$ cat src/rtl/iwd_pkg.sv
package iwd_pkg;

   // register addresses; software depends on this map
   typedef enum logic [2:0] {
      IWD_CTRL   = 3'd0,
      IWD_RELOAD = 3'd1,
      IWD_THRESH = 3'd2,
      IWD_KEY    = 3'd3,
      IWD_FLAGS  = 3'd4,
      IWD_COUNT  = 3'd5
   } iwd_reg_e;

   // field positions
   localparam int IWD_EN_BIT   = 0;
   localparam int IWD_MODE_BIT = 1;
   localparam int IWD_DIV_LSB  = 16;
   localparam int IWD_ARM_LSB  = 16;

endpackage

$ cat src/rtl/iwd_prescaler.sv
module iwd_prescaler #(
   parameter int PRE_W = 12
) (
   input  logic             clk,
   input  logic             rst_n,
   input  logic             run,
   input  logic             clr,
   input  logic [PRE_W-1:0] div,
   output logic             step
);

   logic [PRE_W-1:0] pre_q;
   logic             wrap;

   assign wrap = (pre_q >= div);
   assign step = run && wrap;

   always_ff @(posedge clk or negedge rst_n) begin
      if (!rst_n) begin
         pre_q <= '0;
      end else if (clr) begin
         pre_q <= '0;
      end else if (run) begin
         if (wrap) pre_q <= '0;
         else      pre_q <= pre_q + PRE_W'(1);
      end
   end

endmodule

$ cat src/rtl/iwd_counter.sv
module iwd_counter #(
   parameter int CNT_W = 8
) (
   input  logic             clk,
   input  logic             rst_n,
   input  logic             step,
   input  logic             refresh,
   input  logic [CNT_W-1:0] reload,
   output logic [CNT_W-1:0] cnt,
   output logic             dec,
   output logic             uf
);

   logic at_zero;

   assign at_zero = (cnt == '0);
   assign dec     = step && !at_zero && !refresh;
   assign uf      = step &&  at_zero && !refresh;

   always_ff @(posedge clk or negedge rst_n) begin
      if (!rst_n) begin
         cnt <= '1;
      end else if (refresh || uf) begin
         cnt <= reload;
      end else if (dec) begin
         cnt <= cnt - CNT_W'(1);
      end
   end

endmodule

$ cat src/rtl/iwd_early_cmp.sv
module iwd_early_cmp #(
   parameter int CNT_W = 8
) (
   input  logic             clk,
   input  logic             rst_n,
   input  logic             arm,
   input  logic [CNT_W-1:0] thr,
   input  logic             dec,
   input  logic [CNT_W-1:0] cnt_nxt,
   input  logic             clr,
   output logic             flag
);

   logic hit;

   assign hit = arm && dec && (cnt_nxt == thr);

   always_ff @(posedge clk or negedge rst_n) begin
      if (!rst_n) flag <= 1'b0;
      else        flag <= hit | (flag & ~clr);
   end

endmodule

$ cat src/rtl/iwd_top.sv
module iwd_top
   import iwd_pkg::*;
#(
   parameter int          DATA_W  = 32,
   parameter int          CNT_W   = 8,
   parameter int          PRE_W   = 12,
   parameter int          NUM_CMP = 2,
   parameter int          KEY_W   = 16,
   parameter logic [15:0] KEY     = 16'hA5C3
) (
   input  logic               clk,
   input  logic               rst_n,
   input  logic               lf_tick,
   input  logic               core_gate,
   input  logic               wr_en,
   input  logic [2:0]         wr_addr,
   input  logic [DATA_W-1:0]  wr_data,
   input  logic [2:0]         rd_addr,
   output logic [DATA_W-1:0]  rd_data,
   output logic               rst_req,
   output logic               uf_irq,
   output logic [NUM_CMP-1:0] early_irq
);

   localparam int NFLAG = NUM_CMP + 1;

   // elaboration-time parameter checks
   if (DATA_W < IWD_DIV_LSB + PRE_W) begin : g_bad_div
      $error("iwd_top: divider field does not fit DATA_W");
   end
   if (NUM_CMP * CNT_W > IWD_ARM_LSB) begin : g_bad_thr
      $error("iwd_top: thresholds overlap arm bits");
   end
   if (DATA_W < IWD_ARM_LSB + NUM_CMP || DATA_W < KEY_W || DATA_W < NFLAG) begin : g_bad_w
      $error("iwd_top: DATA_W too narrow");
   end
   if (NUM_CMP < 1 || KEY_W > 16 || CNT_W < 2) begin : g_bad_cfg
      $error("iwd_top: unsupported configuration");
   end

   logic                  bus_we;
   logic                  cfg_en, cfg_mode;
   logic [PRE_W-1:0]      cfg_div;
   logic [CNT_W-1:0]      cfg_reload;
   logic [CNT_W-1:0]      thr_q [NUM_CMP];
   logic [NUM_CMP-1:0]    arm_q;
   logic                  do_refresh;
   logic [NFLAG-1:0]      flag_clr;
   logic                  step, dec, uf_evt;
   logic [CNT_W-1:0]      count, cnt_nxt;
   logic                  uf_flag;
   logic [NUM_CMP-1:0]    cmp_flag;
   logic                  unused_wr;

   assign unused_wr  = ^wr_data;
   assign bus_we     = wr_en && !core_gate;
   assign do_refresh = bus_we && (wr_addr == IWD_KEY) && (wr_data[KEY_W-1:0] == KEY[KEY_W-1:0]);
   assign flag_clr   = (bus_we && wr_addr == IWD_FLAGS) ? wr_data[NFLAG-1:0] : '0;
   assign cnt_nxt    = count - CNT_W'(1);

   // configuration registers
   always_ff @(posedge clk or negedge rst_n) begin
      if (!rst_n) begin
         cfg_en     <= 1'b0;
         cfg_mode   <= 1'b0;
         cfg_div    <= '0;
         cfg_reload <= '1;
         arm_q      <= '0;
         for (int i = 0; i < NUM_CMP; i++) thr_q[i] <= '0;
      end else if (bus_we) begin
         if (wr_addr == IWD_CTRL) begin
            if (wr_data[IWD_EN_BIT]) cfg_en <= 1'b1;
            if (!cfg_en) begin
               cfg_mode <= wr_data[IWD_MODE_BIT];
               cfg_div  <= wr_data[IWD_DIV_LSB +: PRE_W];
            end
         end
         if (wr_addr == IWD_RELOAD) cfg_reload <= wr_data[CNT_W-1:0];
         if (wr_addr == IWD_THRESH) begin
            for (int i = 0; i < NUM_CMP; i++) begin
               thr_q[i] <= wr_data[i*CNT_W +: CNT_W];
               arm_q[i] <= wr_data[IWD_ARM_LSB + i];
            end
         end
      end
   end

   iwd_prescaler #(.PRE_W(PRE_W)) i_pre (
      .clk   (clk),
      .rst_n (rst_n),
      .run   (cfg_en && lf_tick),
      .clr   (do_refresh),
      .div   (cfg_div),
      .step  (step)
   );

   iwd_counter #(.CNT_W(CNT_W)) i_cnt (
      .clk     (clk),
      .rst_n   (rst_n),
      .step    (step),
      .refresh (do_refresh),
      .reload  (cfg_reload),
      .cnt     (count),
      .dec     (dec),
      .uf      (uf_evt)
   );

   for (genvar g = 0; g < NUM_CMP; g++) begin : g_cmp
      iwd_early_cmp #(.CNT_W(CNT_W)) i_cmp (
         .clk     (clk),
         .rst_n   (rst_n),
         .arm     (arm_q[g]),
         .thr     (thr_q[g]),
         .dec     (dec),
         .cnt_nxt (cnt_nxt),
         .clr     (flag_clr[g+1]),
         .flag    (cmp_flag[g])
      );
   end

   // underflow action
   always_ff @(posedge clk or negedge rst_n) begin
      if (!rst_n) begin
         rst_req <= 1'b0;
         uf_flag <= 1'b0;
      end else begin
         rst_req <= uf_evt && !cfg_mode;
         uf_flag <= (uf_evt && cfg_mode) | (uf_flag & ~flag_clr[0]);
      end
   end

   assign uf_irq    = uf_flag;
   assign early_irq = cmp_flag;

   // read mux
   always_comb begin
      rd_data = '0;
      case (rd_addr)
         IWD_CTRL: begin
            rd_data[IWD_EN_BIT]               = cfg_en;
            rd_data[IWD_MODE_BIT]             = cfg_mode;
            rd_data[IWD_DIV_LSB +: PRE_W]     = cfg_div;
         end
         IWD_RELOAD: rd_data[CNT_W-1:0] = cfg_reload;
         IWD_THRESH: begin
            for (int i = 0; i < NUM_CMP; i++) begin
               rd_data[i*CNT_W +: CNT_W]  = thr_q[i];
               rd_data[IWD_ARM_LSB + i]   = arm_q[i];
            end
         end
         IWD_FLAGS: rd_data[NFLAG-1:0] = {cmp_flag, uf_flag};
         IWD_COUNT: rd_data[CNT_W-1:0] = count;
         default:   rd_data = '0;
      endcase
   end

endmodule

$ cat config.mk
export PLATFORM = sky130hd
export DESIGN_NAME = iwd_top
export DESIGN_NICKNAME = d
export VERILOG_FILES = /design/src/rtl/iwd_pkg.sv /design/src/rtl/iwd_prescaler.sv /design/src/rtl/iwd_counter.sv /design/src/rtl/iwd_early_cmp.sv /design/src/rtl/iwd_top.sv
export SDC_FILE = /design/constraint.sdc
export NUM_CORES = 1
export LEC_CHECK = 0
export BUFFER_PORTS_ARGS = -buffer_cell sky130_fd_sc_hd__buf_2
export CAP_MARGIN = 25
export CORE_MARGIN = 2
export CORE_UTILIZATION = 35
export CTS_BUF_LIST = sky130_fd_sc_hd__clkbuf_8
export CTS_CLUSTER_DIAMETER = 100
export CTS_CLUSTER_SIZE = 24
export DETAILED_ROUTE_END_ITERATION = 12
export GPL_TIMING_DRIVEN = 0
export MAX_ROUTING_LAYER = met4
export SLEW_MARGIN = 0
export SYNTH_ARGS = -nofsm -noshare
export SYNTH_HDL_FRONTEND = slang
export SYNTH_HIERARCHICAL = 1
export SYNTH_SLANG_ARGS = --single-unit
export TNS_END_PERCENT = 30
$ cat constraint.sdc
create_clock -name clk -period 2.5 [get_ports clk]
set_clock_uncertainty 0.15 [all_clocks]
set_input_delay 0.125 -clock clk [delete_from_list [all_inputs] [get_ports clk]]
set_output_delay 0.125 -clock clk [all_outputs]
set_load 0.01 [all_outputs]
==> impl_metrics.toml, run 1 <==
[yosys]
ys.flop_type = "dfrtp_1"
synth.avg_cell_area_um2 = 10.53
netlist_instances = 389
synth_edf_count = 0
synth.cell_area_um2 = 4096
ys_ff_latch = 64
synth_cell_types = 64
yosys_warnings = 6
ys_seq_area_share_pct = 39.58
synth-async-reset-ratio_pct = 100.0

[min_path]
hold_start = "wr_addr[2]"
holdPathEnd = "uf_irq$_DFF_PN0_"
hold_depth = 3
worstHoldPathType = "primary input to register"

[drt]
drc = 0
drt_wl_total_um = 10820
antenna_left = 0
dr_total_vias = 3431
avgViaCountPerCell = 5.121
drt_iter0_drc = 129
first_pass_iters = 5
wl_per_cell_um = 16.15

[setup_path]
critPathArrivalTime_ns = 2.61
end_kind = "register"
crit_start = "cfg_div[7]$_DFFE_PN0P_"
r2r-start = "cfg_div[7]$_DFFE_PN0P_"
critical_path_class = "register to register"
cp.required_ns = 2.63
rrSetupSlack_ns = 0.02
startpoint_type = "register"
r2r_cells = 10
timing.rr.end = "i_cnt/cnt[7]$_DFFE_PN1P_"
crit_fanout = 7

[timing]
finalHoldViolCount = 0
clock.fmax_mhz = 403.3
finalSetupViolations = 0
worst_pin_slew_ns = 0.8395
period_needed_ns = 2.480
timing.final.ws_setup_ns = 0.02023
rsz0062_at_grt = "yes"
tns_ns = 0
report.final.slew_viol_count = 0
post-route-period-util_pct = 99.19
slew_headroom_pct = 44.03

[final_layout]
fillers = 1116
fin_area_um2 = 5440
layout-drive-gt1-share_pct = 40.80
seq_area_um2 = 1628
finalNetCount = 581
diodes = 0
area_growth_pct = 32.80
multiInputGateArea_um2 = 2441

[pwr]
switching_share_pct = 36.68
p_per_area_nw_per_um2 = 799.4
power_leakage_uw = 0.002540
p_switching_uw = 1595
ir_drop_mv = 0.5506
p_comb_share_pct = 40.5
p_int_uw = 2754
power_frac_seq_pct = 38.5
p_clk_share_pct = 21.0

[placement]
place_hpwl_um = 7680
place_congestion = 0.8363
placed_area_um2 = 4641
place_ws_ns = -0.6349
io_buffers = 69

[global_route]
grt-ovfl-total = 0
grt_start_max_net_pins = 65
grtUsageTotal_pct = 17.79
antenna_found_initial = 0
grt_pass1_vias = 3376
grt_pass1_wl_um = 17190

[clock_network]
clkSinkCount = 64
clk-insertion-delay-late_ns = 0.36
root_buffer = "clkbuf_8"
path_clk_slew_ns = 0.07
htree_num_levels = 3
clock_tree.buffer_depth = 2
cts_made_buffers = 9
cts_tree = "done"

[die]
rows = 39
core-area_um2 = 11420
dieArea_um2 = 12590
die_y_um = 112.2
start_util_pct = 35.88
die_w_um = 112.2
io_pins = 79

[job]
maxCapViolCount = 0

[status]
outcome = "finished clean"
==> cells by family (layout without fill, tap and decap cells) <==
kind of cell               after synthesis  after routing  synth area share, %
xor gates and xnor gates                28             28                5.987
other                                    1              4              0.09154
muxes                                   51             51                14.60
and+or+nand+nor                        134            134                19.91
buffers and inverters                   41            176                4.459
adders and majority gates               16             16                4.887
DFF                                     64             64                39.58
AOI/OAI and AO/OA                       54             54                10.48
==> state kept, by name (all words and copies together), names as in the netlist, 2 cells and up <==
name,cells
cfg_div,12
thr_q,16
i_pre/pre_q,12
cfg_reload,8
arm_q,2
g_cmp.i_cmp/flag,2
i_cnt/cnt,8
==> cells in the final DEF (no fill, tap or decap), drive strengths merged, types with 4 or more instances in the layout <==
master | synthesis | routed
nand4 | 9 | 9
nand3 | 15 | 15
o21ai | 13 | 13
dlygate4sd3 | 0 | 30
buf | 10 | 99
dfstp | 16 | 16
nor4 | 4 | 4
nand3b | 4 | 4
ha | 16 | 16
dfrtp | 48 | 48
conb | 1 | 4
nand2 | 19 | 19
a21oi | 10 | 10
a22o | 5 | 5
nand2b | 4 | 4
mux2i | 11 | 11
and2 | 22 | 22
xnor2 | 20 | 20
clkbuf | 5 | 16
xor2 | 8 | 8
inv | 26 | 28
mux2 | 40 | 40
nor3 | 19 | 19
nor2 | 20 | 20
==> worst max-delay path by stage <==
| stage | end | slack [ns] | cells past startpoint |
|---|---|---|---|
| 2_1_floorplan | g_cmp[0].i_cmp/flag$_DFF_PN0_ | 0.03 | 10 |
| 3_3_place_gp | g_cmp[1].i_cmp/flag$_DFF_PN0_ | -0.66 | 9 |
| 3_5_place_dp | g_cmp[1].i_cmp/flag$_DFF_PN0_ | -0.63 | 9 |
| 4_1_cts | i_cnt/cnt[7]$_DFFE_PN1P_ | -0.03 | 10 |
| 5_1_grt | i_cnt/cnt[7]$_DFFE_PN1P_ | -0.08 | 10 |
| 6_report | i_cnt/cnt[7]$_DFFE_PN1P_ | 0.02 | 10 |
==> metal layers <==
| layer | vias up | global-route usage, % | part of all wire [%] |
|---|---|---|---|
| li1 | 1660 | - | - |
| met1 | 1672 | 22.48 | 45 |
| met2 | 86 | 29.08 | 50 |
| met3 | 13 | 3.726 | 3.9 |
| met4 | 0 | 4.959 | 1.3 |
| met5 | - | - | 0 |
==> area by class of cell <==
cell class | count | share of cell area, %
Multi-Input combinational cell | 287 | 44.87
Sequential cell | 64 | 29.92
Timing Repair Buffer | 119 | 14.74
Tap cell | 143 | 3.289
Clock buffer | 11 | 2.783
Inverter | 26 | 1.794
Buffer | 15 | 1.725
Clock inverter | 5 | 0.8740
==> worst max-delay path, stage by stage, from the launching register on <==
cell and delay, ns:
dfrtp_1 0.36, inv_1 0.08, ha_4 0.29, nand2_4 0.06, nor3_2 0.19, a31oi_2 0.15
a21oi_4 0.22, buf_6 0.17, nor4b_4 0.25, a31oi_1 0.13, o32a_1 0.35
==> power groups by stage <==
| stage | sequential, µW | combinational (µW) | clock (µW) |
|---|---|---|---|
| floorplan | 1590 | 1250 | 0 |
| global placement | 1680 | 1550 | 0 |
| detailed placement | 1690 | 1570 | 0 |
| CTS | 1680 | 1650 | 935 |
| global route | 1720 | 1970 | 976 |
| finish | 1680 | 1760 | 911 |
==> Yosys cell counts (2+ instances only) <==
| cell type | n | share of area [%] |
|---|---|---|
| buf_4 | 4 | 0.73 |
| dfstp_2 | 16 | 10 |
| nor3_1 | 18 | 2.2 |
| clkbuf_1 | 5 | 0.46 |
| a22o_1 | 5 | 1.1 |
| nor3b_2 | 2 | 0.61 |
| a21oi_1 | 9 | 1.1 |
| mux2i_1 | 11 | 2.7 |
| a21o_1 | 2 | 0.37 |
| nor4bb_1 | 2 | 0.49 |
| o32ai_2 | 2 | 0.79 |
| o21a_1 | 2 | 0.37 |
| nor4_2 | 2 | 0.61 |
| buf_2 | 5 | 0.61 |
| nor2b_1 | 3 | 0.46 |
| nand4_1 | 9 | 1.4 |
| xnor2_1 | 20 | 4.3 |
| nand2_1 | 19 | 1.7 |
| nand2b_1 | 4 | 0.61 |
| nor2_1 | 20 | 1.8 |
| nand3b_1 | 2 | 0.37 |
| dfrtp_1 | 48 | 29 |
| nand3_1 | 15 | 1.8 |
| and3_1 | 2 | 0.31 |
| a31o_2 | 2 | 0.43 |
| mux2_2 | 30 | 8.2 |
| nand4b_1 | 2 | 0.43 |
| o21ai_0 | 12 | 1.5 |
| and2_1 | 21 | 3.2 |
| o32a_1 | 2 | 0.49 |
| xor2_1 | 8 | 1.7 |
| mux2_4 | 10 | 3.7 |
| o22ai_1 | 2 | 0.31 |
| nor4_1 | 2 | 0.31 |
| ha_1 | 16 | 4.9 |
| a221oi_2 | 2 | 0.73 |
| inv_1 | 26 | 2.4 |
==> repair_timing <==
action,4_1_cts,5_1_grt
hold endpoints to repair,88,0
resized for setup,12,20
hold buffers,30,0
buffers inserted,3,17
setup endpoints to repair,14,9
pin swaps,6,7
==> per-stage QoR <==
stage | power (µW) | util [%] | hold WS (ns) | instances
after floorplan | 2835 | - | -0.3206 | 392
after detailed placement | 3266 | 40.64 | 0.1372 | 604
after global routing | 4666 | 47.64 | 0.02715 | 670
after CTS | 4263 | 45.69 | 0.01469 | 653
after global placement | 3226 | 40.62 | 0.2089 | 604
final | 4349 | 47.64 | 0.02660 | 670
No activity file was read; power rests on OpenSTA's default activity.
==> run 2, diff against run 1 <==
Settings changed: CTS_CLUSTER_SIZE 24 to not set, SYNTH_HIERARCHICAL 1 to not set.
==> run 2 against run 1 <==
Critical path depth is 2 lower. Design area increased by 3.0%. Cell count is 8.4% higher. Power fell by 29%. The flow now finishes with violations (setup timing). Sequential share of layout area shrank 0.93 points. Register-to-register slack worse by 0.08 ns. Wire length is 14% higher. Worst hold slack gained 0.086 ns. Largest cell class unchanged.
==> impl_metrics.toml, run 2 <==
[timing]
period_needed_ns = 2.561
clock.fmax_mhz = 390.5
rsz0062_at_grt = "yes"
post-route-period-util_pct = 102.4
report.final.slew_viol_count = 0
worst_pin_slew_ns = 0.9950
finalHoldViolCount = 0
timing.final.ws_setup_ns = -0.06079
slew_headroom_pct = 33.05
whs_ns = 0.1130
finalSetupViolations = 1

[placement]
place_congestion = 0.9129
io_buffers = 68
place_hpwl_um = 8747
dp_cells = 657

[yosys]
ys.flop_type = "dfrtp_1"
synth-async-reset-ratio_pct = 100.0
ys_ff_latch = 64
synth_top_area_share_pct = 29.16
yosys_warnings = 0
ys_seq_area_share_pct = 39.37
ys_top_cells_by_count = "dfrtp_1, nand2_1, o21ai_0, nor2_1, mux2_2"
netlist_instances = 443
synth_cell_types = 66
yosysTopAreaCell = "dfrtp_1"
synth_edf_count = 0
synth.cell_area_um2 = 4119
synth.avg_cell_area_um2 = 9.298
synth_top_cells_by_area = "dfrtp_1, dfstp_2, mux2_2, o21ai_0, ha_1"
yosys.cell_count.top_type = "dfrtp_1"

[final_layout]
fin_cells = 726
diodes = 0
layout_commonest_cell = "buf_2"
top_register = "thr_q"
top_regs = "thr_q x16, cfg_div x12, i_pre.pre_q x12"
final_cell_mix = "buf_2, dfrtp_1, o21ai_0, nand2_1, dlygate4sd3_1"
area_growth_pct = 36.09
layout-drive-gt1-share_pct = 34.65
largest_reg_flops = 16
finalNetCount = 636

[drt]
first_pass_iters = 4
avgViaCountPerCell = 5.299
drt_iter0_drc = 250
dr_total_vias = 3847
wl_per_cell_um = 17.04
drt_wl_total_um = 12370
antenna_left = 0
drc = 0

[setup_path]
startpoint_type = "register"
crit_buf_inv = 2
cp_cell_sequence = "buf_8 > inv_6 > ha_4 > xor2_1 > nand3_1 > a311o_1 > or4_4 > o31ai_4"
cpPeakStageDelay_ns = 0.54
crit_fanout = 4
cp.required_ns = 2.62
crit_family = "simple AND/OR/NAND/NOR gates"
end_kind = "register"
critPathArrivalTime_ns = 2.68
critPathSlowestCell = "dfstp_2"
critical_path_class = "register to register"

[min_path]
worstHoldPathType = "primary input to register"

[status]
outcome = "finished, violations left"
failed_checks = "setup timing"

[clock_network]
cts_made_buffers = 9
clock_tree.buffer_depth = 2
htree_num_levels = 3
path_clk_slew_ns = 0.08
root_buffer = "clkbuf_8"
cts_tree = "done"
clkSinkCount = 64
clk-insertion-delay-late_ns = 0.36

[global_route]
grtUsageTotal_pct = 20.53
antenna_found_initial = 0
grt_start_max_net_pins = 65
grt-ovfl-total = 0
grt_pass1_vias = 3848
grt_pass1_wl_um = 19730

[job]
maxCapViolCount = 0

[die]
die_y_um = 112.5
die_w_um = 112.5
rows = 39
dieArea_um2 = 12650
core-area_um2 = 11470
io_pins = 79
start_util_pct = 35.92

[pwr]
p_per_area_nw_per_um2 = 548.0
power_leakage_uw = 0.002565
ir_drop_mv = 0.3782
run 2: cell count changes after synthesis, sizes merged, moves of 9 or more:
cell,before,now
nand2,19,39
o21ai,13,39
mux2i,11,1
a21oi,10,19
mux2,40,25
clkbuf,5,17
run 2: metrics by stage:
stage          util, %  worst slack [ns]  total power (µW)  setup TNS (ns)  area [µm²]
3_3_place_gp     40.63           -0.3019              1926          -4.342        4659
6_report         48.88          -0.06079              3072        -0.06079        5605
5_1_grt          48.88           -0.1054              3242         -0.1054        5605
2_1_floorplan        -           0.01627              1723               0        4140
4_1_cts          47.55          -0.06170              3067         -0.2153        5453
3_5_place_dp     40.65           -0.2973              1950          -4.842        4662
run 2: final timing paths:
check                                           from                            end  slack (ns)  cells after the start
max                         i_cnt.cnt[0]$_DFFE_PN1P_  g_cmp[1].i_cmp.flag$_DFF_PN0_       -0.06                      8
min                                          lf_tick       i_cnt.cnt[6]$_DFFE_PN1P_        0.11                      5
max reg2reg                 i_cnt.cnt[0]$_DFFE_PN1P_  g_cmp[1].i_cmp.flag$_DFF_PN0_       -0.06                      8
min reg2reg                cfg_reload[1]$_DFFE_PN1P_      cfg_reload[1]$_DFFE_PN1P_        0.35                      2
max in group asynchronous                      rst_n     i_pre.pre_q[9]$_DFFE_PN0P_        1.35                      2
min in group asynchronous                      rst_n         cfg_div[2]$_DFFE_PN0P_        0.25                      2
run 2: power breakdown:
group | leakage [µW] | internal (µW) | total, µW | switching (µW)
logic | 0.00172 | 352 | 668 | 316
registers | 0.000727 | 1210 | 1390 | 175
clock network | 0.000115 | 585 | 1020 | 432
run 2: per-layer routing:
metal	share of wire (%)	track usage, %
met1	44	25.41
met2	49	33.49
met3	4.6	4.158
met4	2.3	7.317
met5	0	-
run 2: cells by family (layout without fill, tap and decap cells):
family                   Yosys count  in the layout  synth area share (%)
AO/OA/AOI/OAI                    102            102                 16.01
XOR/XNOR                          27             27                 5.741
adder cells (fa/ha/maj)           15             15                 4.557
buffers and inverters             57            194                 6.470
flip-flops                        64             64                 39.37
multiplexers                      27             27                 7.625
other                              1              4               0.09104
AND/OR/NAND/NOR                  150            150                 20.14
run 2: tightest hold or removal path, cell delays in order:
cell      delay (ns)
buf_2           0.11
nand2_1         0.12
a21oi_4         0.08
o211ai_1        0.10
a22oi_1         0.07
run 2: what timing repair did:
action | 4_1_cts | 5_1_grt
endpoints found under the hold margin | 88 | 0
buffers inserted | 13 | 10
setup endpoints to repair | 21 | 29
hold buffers | 32 | 0
pin swaps | 11 | 13
cloned | 0 | 0
gates resized for setup | 30 | 23
run 2: final cells by class:
cell class	instances	area, µm²
clock inverters	6	83.83
inverters	22	87.58
flip-flops and latches	64	1625
clock buffers	10	137.6
plain buffers	33	187.7
well taps	143	178.9
multi-input cells	325	2452
fillers	1072	5862
repair buffers	123	852.1
==> run 3, diff against run 2 <==
Settings changed: ABC_AREA set to 1.
==> run 3 against run 2 <==
The flow now finishes without violations. Sequential power shrank 3%. Setup slack gained 0.38 ns. Count of clock-buffer cells in the layout is the same. Synthesized cell count grew 29%. Combinational power shrank 16%. Utilization shrank 3.7 points. Via count grew 3.7%. Critical endpoint is now g_cmp[0].i_cmp.flag$_DFF_PN0_. Largest power group unchanged.
==> impl_metrics.toml, run 3 <==
[placement]
placed_area_um2 = 4593
place_congestion = 0.9006
place_hpwl_um = 8646
io_buffers = 70

[drt]
drt_iter0_drc = 229
wl_per_cell_um = 13.59
dr_total_vias = 3991
first_pass_iters = 5
antenna_left = 0
drt_wl_total_um = 11350
drc = 0
avgViaCountPerCell = 4.780

[global_route]
grt-ovfl-total = 0
grtUsageTotal_pct = 19.23
grt_pass1_vias = 3891
grt_pass1_wl_um = 18580
grt_start_max_net_pins = 65
antenna_found_initial = 0

[clock_network]
cts_hold_buf = 31
cts_made_buffers = 9
post_cts_resize_count = 0
clkSinkCount = 64
root_buffer = "clkbuf_8"
cts_tree = "done"
htree_num_levels = 3
path_clk_slew_ns = 0.07
post_cts_buffers = 0
clock_tree.buffer_depth = 2
clk-insertion-delay-late_ns = 0.35

[yosys]
synth.cell_area_um2 = 4050
synth_edf_count = 0
netlist_instances = 572
ys_top_cells_by_count = "nand2_1, inv_1, nor2_1, dfrtp_1, nand3_1"
ys_ff_latch = 64
ys_seq_area_share_pct = 40.04
synth-async-reset-ratio_pct = 100.0
yosys.cell_count.top_type = "nand2_1"
synth_cell_types = 31
synth_top_cells_by_area = "dfrtp_1, nand2_1, dfstp_2, inv_1, nor2_1"
synth_top_area_share_pct = 29.66
yosysTopAreaCell = "dfrtp_1"
yosys_warnings = 0
ys.flop_type = "dfrtp_1"
synth.avg_cell_area_um2 = 7.081

[pwr]
p_per_area_nw_per_um2 = 584.8
power_leakage_uw = 0.002727
ir_drop_mv = 0.2917
switching_share_pct = 29.44
p_switching_uw = 885.4
p_comb_share_pct = 18.7
p_clk_share_pct = 36.4
p_int_uw = 2122
power_frac_seq_pct = 44.9

[setup_path]
critical_path_class = "register to register"
critPathSlowestCell = "dfstp_2"
cp.required_ns = 2.64
timing.rr.end = "g_cmp[0].i_cmp.flag$_DFF_PN0_"
critPathArrivalTime_ns = 2.32
rrSetupSlack_ns = 0.32
startpoint_type = "register"
r2r-start = "i_cnt.cnt[0]$_DFFE_PN1P_"
r2r_cells = 14
end_kind = "register"
crit_fanout = 8
crit_buf_inv = 3
cpPeakStageDelay_ns = 0.60
crit_family = "simple AND/OR/NAND/NOR gates"
cp_cell_sequence = "inv_2 > ha_1 > buf_2 > nand2_1 > nand2_1 > nand2_1 > nand2_1 > nor2_1 > nand2_1 > inv_1 > nand2_1 > nor2_1 > nand3_1 > nand2_1"
worst_path_most_repeated_cell = "nand2_1"

[min_path]
holdPathEnd = "uf_irq$_DFF_PN0_"
worstHoldPathType = "primary input to register"
hold_start = "core_gate"
hold_depth = 5

[final_layout]
top_regs = "thr_q x16, cfg_div x12, i_pre.pre_q x12"
fin_area_um2 = 5142
layout-drive-gt1-share_pct = 20.23
area_growth_pct = 26.97
largest_reg_flops = 16
final_cell_mix = "nand2_1, inv_1, nor2_1, buf_2, dfrtp_1"
top_register = "thr_q"
fillers = 1155
layout_commonest_cell = "nand2_1"
diodes = 0
finalNetCount = 745

[timing]
finalHoldViolCount = 0
tns_ns = 0
finalSetupViolations = 0
post-route-period-util_pct = 87.20
slew_headroom_pct = 44.80
whs_ns = 0.09732
period_needed_ns = 2.180
rsz0062_at_grt = "no"
worst_pin_slew_ns = 0.8281
report.final.slew_viol_count = 0
clock.fmax_mhz = 458.7

[die]
start_util_pct = 35.62
core-area_um2 = 11370
dieArea_um2 = 12450
die_y_um = 111.6
rows = 39
io_pins = 79
die_w_um = 111.6

[status]
outcome = "finished clean"

[job]
maxCapViolCount = 0
-- run 3: cell count changes in the layout (fill, tap and decap cells not counted), moves of 8 or more --
cell	before	now
nand3_1	15	40
and2_1	21	1
buf_4	29	8
nor2_1	27	83
nand2_1	37	133
o21ai_1	1	10
xnor2_1	15	0
inv_1	21	86
mux2_2	25	0
a22oi_1	8	0
-- run 3: stage by stage --
step	setup WS, ns	power (µW)	utilization (%)	instances
CTS	0.3373	3017	45.23	835
floorplan	0.6921	1684	-	575
finish	0.3200	3007	45.23	835
detailed placement	0.3527	1894	40.40	788
global route	0.08675	3177	45.23	835
global placement	0.3757	1874	40.38	788
-- run 3: worst max path at each step --
stage,startpoint,end,cells past startpoint
4_1_cts,i_cnt.cnt[0]$_DFFE_PN1P_,g_cmp[0].i_cmp.flag$_DFF_PN0_,14
5_1_grt,i_cnt.cnt[0]$_DFFE_PN1P_,g_cmp[0].i_cmp.flag$_DFF_PN0_,14
6_report,i_cnt.cnt[0]$_DFFE_PN1P_,g_cmp[0].i_cmp.flag$_DFF_PN0_,14
3_3_place_gp,i_cnt.cnt[0]$_DFFE_PN1P_,g_cmp[0].i_cmp.flag$_DFF_PN0_,12
2_1_floorplan,i_pre.pre_q[11]$_DFFE_PN0P_,i_cnt.cnt[4]$_DFFE_PN1P_,13
3_5_place_dp,i_cnt.cnt[0]$_DFFE_PN1P_,g_cmp[0].i_cmp.flag$_DFF_PN0_,14
-- run 3: power by group through the flow --
stage                     Sequential (µW)  Combinational, µW  Clock (µW)
after floorplan                      1310                374           0
after global placement               1360                513           0
after detailed placement             1360                529           0
after CTS                            1350                568        1100
after global routing                 1370                668        1140
final                                1350                563        1090
-- run 3: layout make-up --
type	count	area, µm²	area share [%]
Buffer	19	121.4	2.360
Clock buffer	10	137.6	2.676
Clock inverter	6	101.3	1.971
Inverter	92	345.3	6.715
Multi-Input combinational cell	400	1973	38.37
Sequential cell	64	1622	31.53
Tap cell	143	178.9	3.479
Timing Repair Buffer	101	663.1	12.90
-- run 3: cell families after synthesis --
family	Yosys count	share of synthesized area [%]
and+or+nand+nor	291	30.74
DFF	64	40.04
adders and majority gates	15	4.634
xor gates and xnor gates	5	1.081
other	1	0.09259
buffers and inverters	111	11.52
AOI/OAI and AO/OA	85	11.89
-- run 3: worst min-delay path, delay by kind of cell --
family | cells | cell delay (ns)
simple gates | 3 | 0.24
compound gates | 1 | 0.09
buf+inv | 1 | 0.10
-- run 3: layer usage --
layer	global-route usage (%)	vias up	wire [µm]
met5	-	-	0
met1	23.91	1850	5230
met4	7.490	0	223
met3	2.831	19	361
met2	31.75	89	5534
li1	-	2033	-
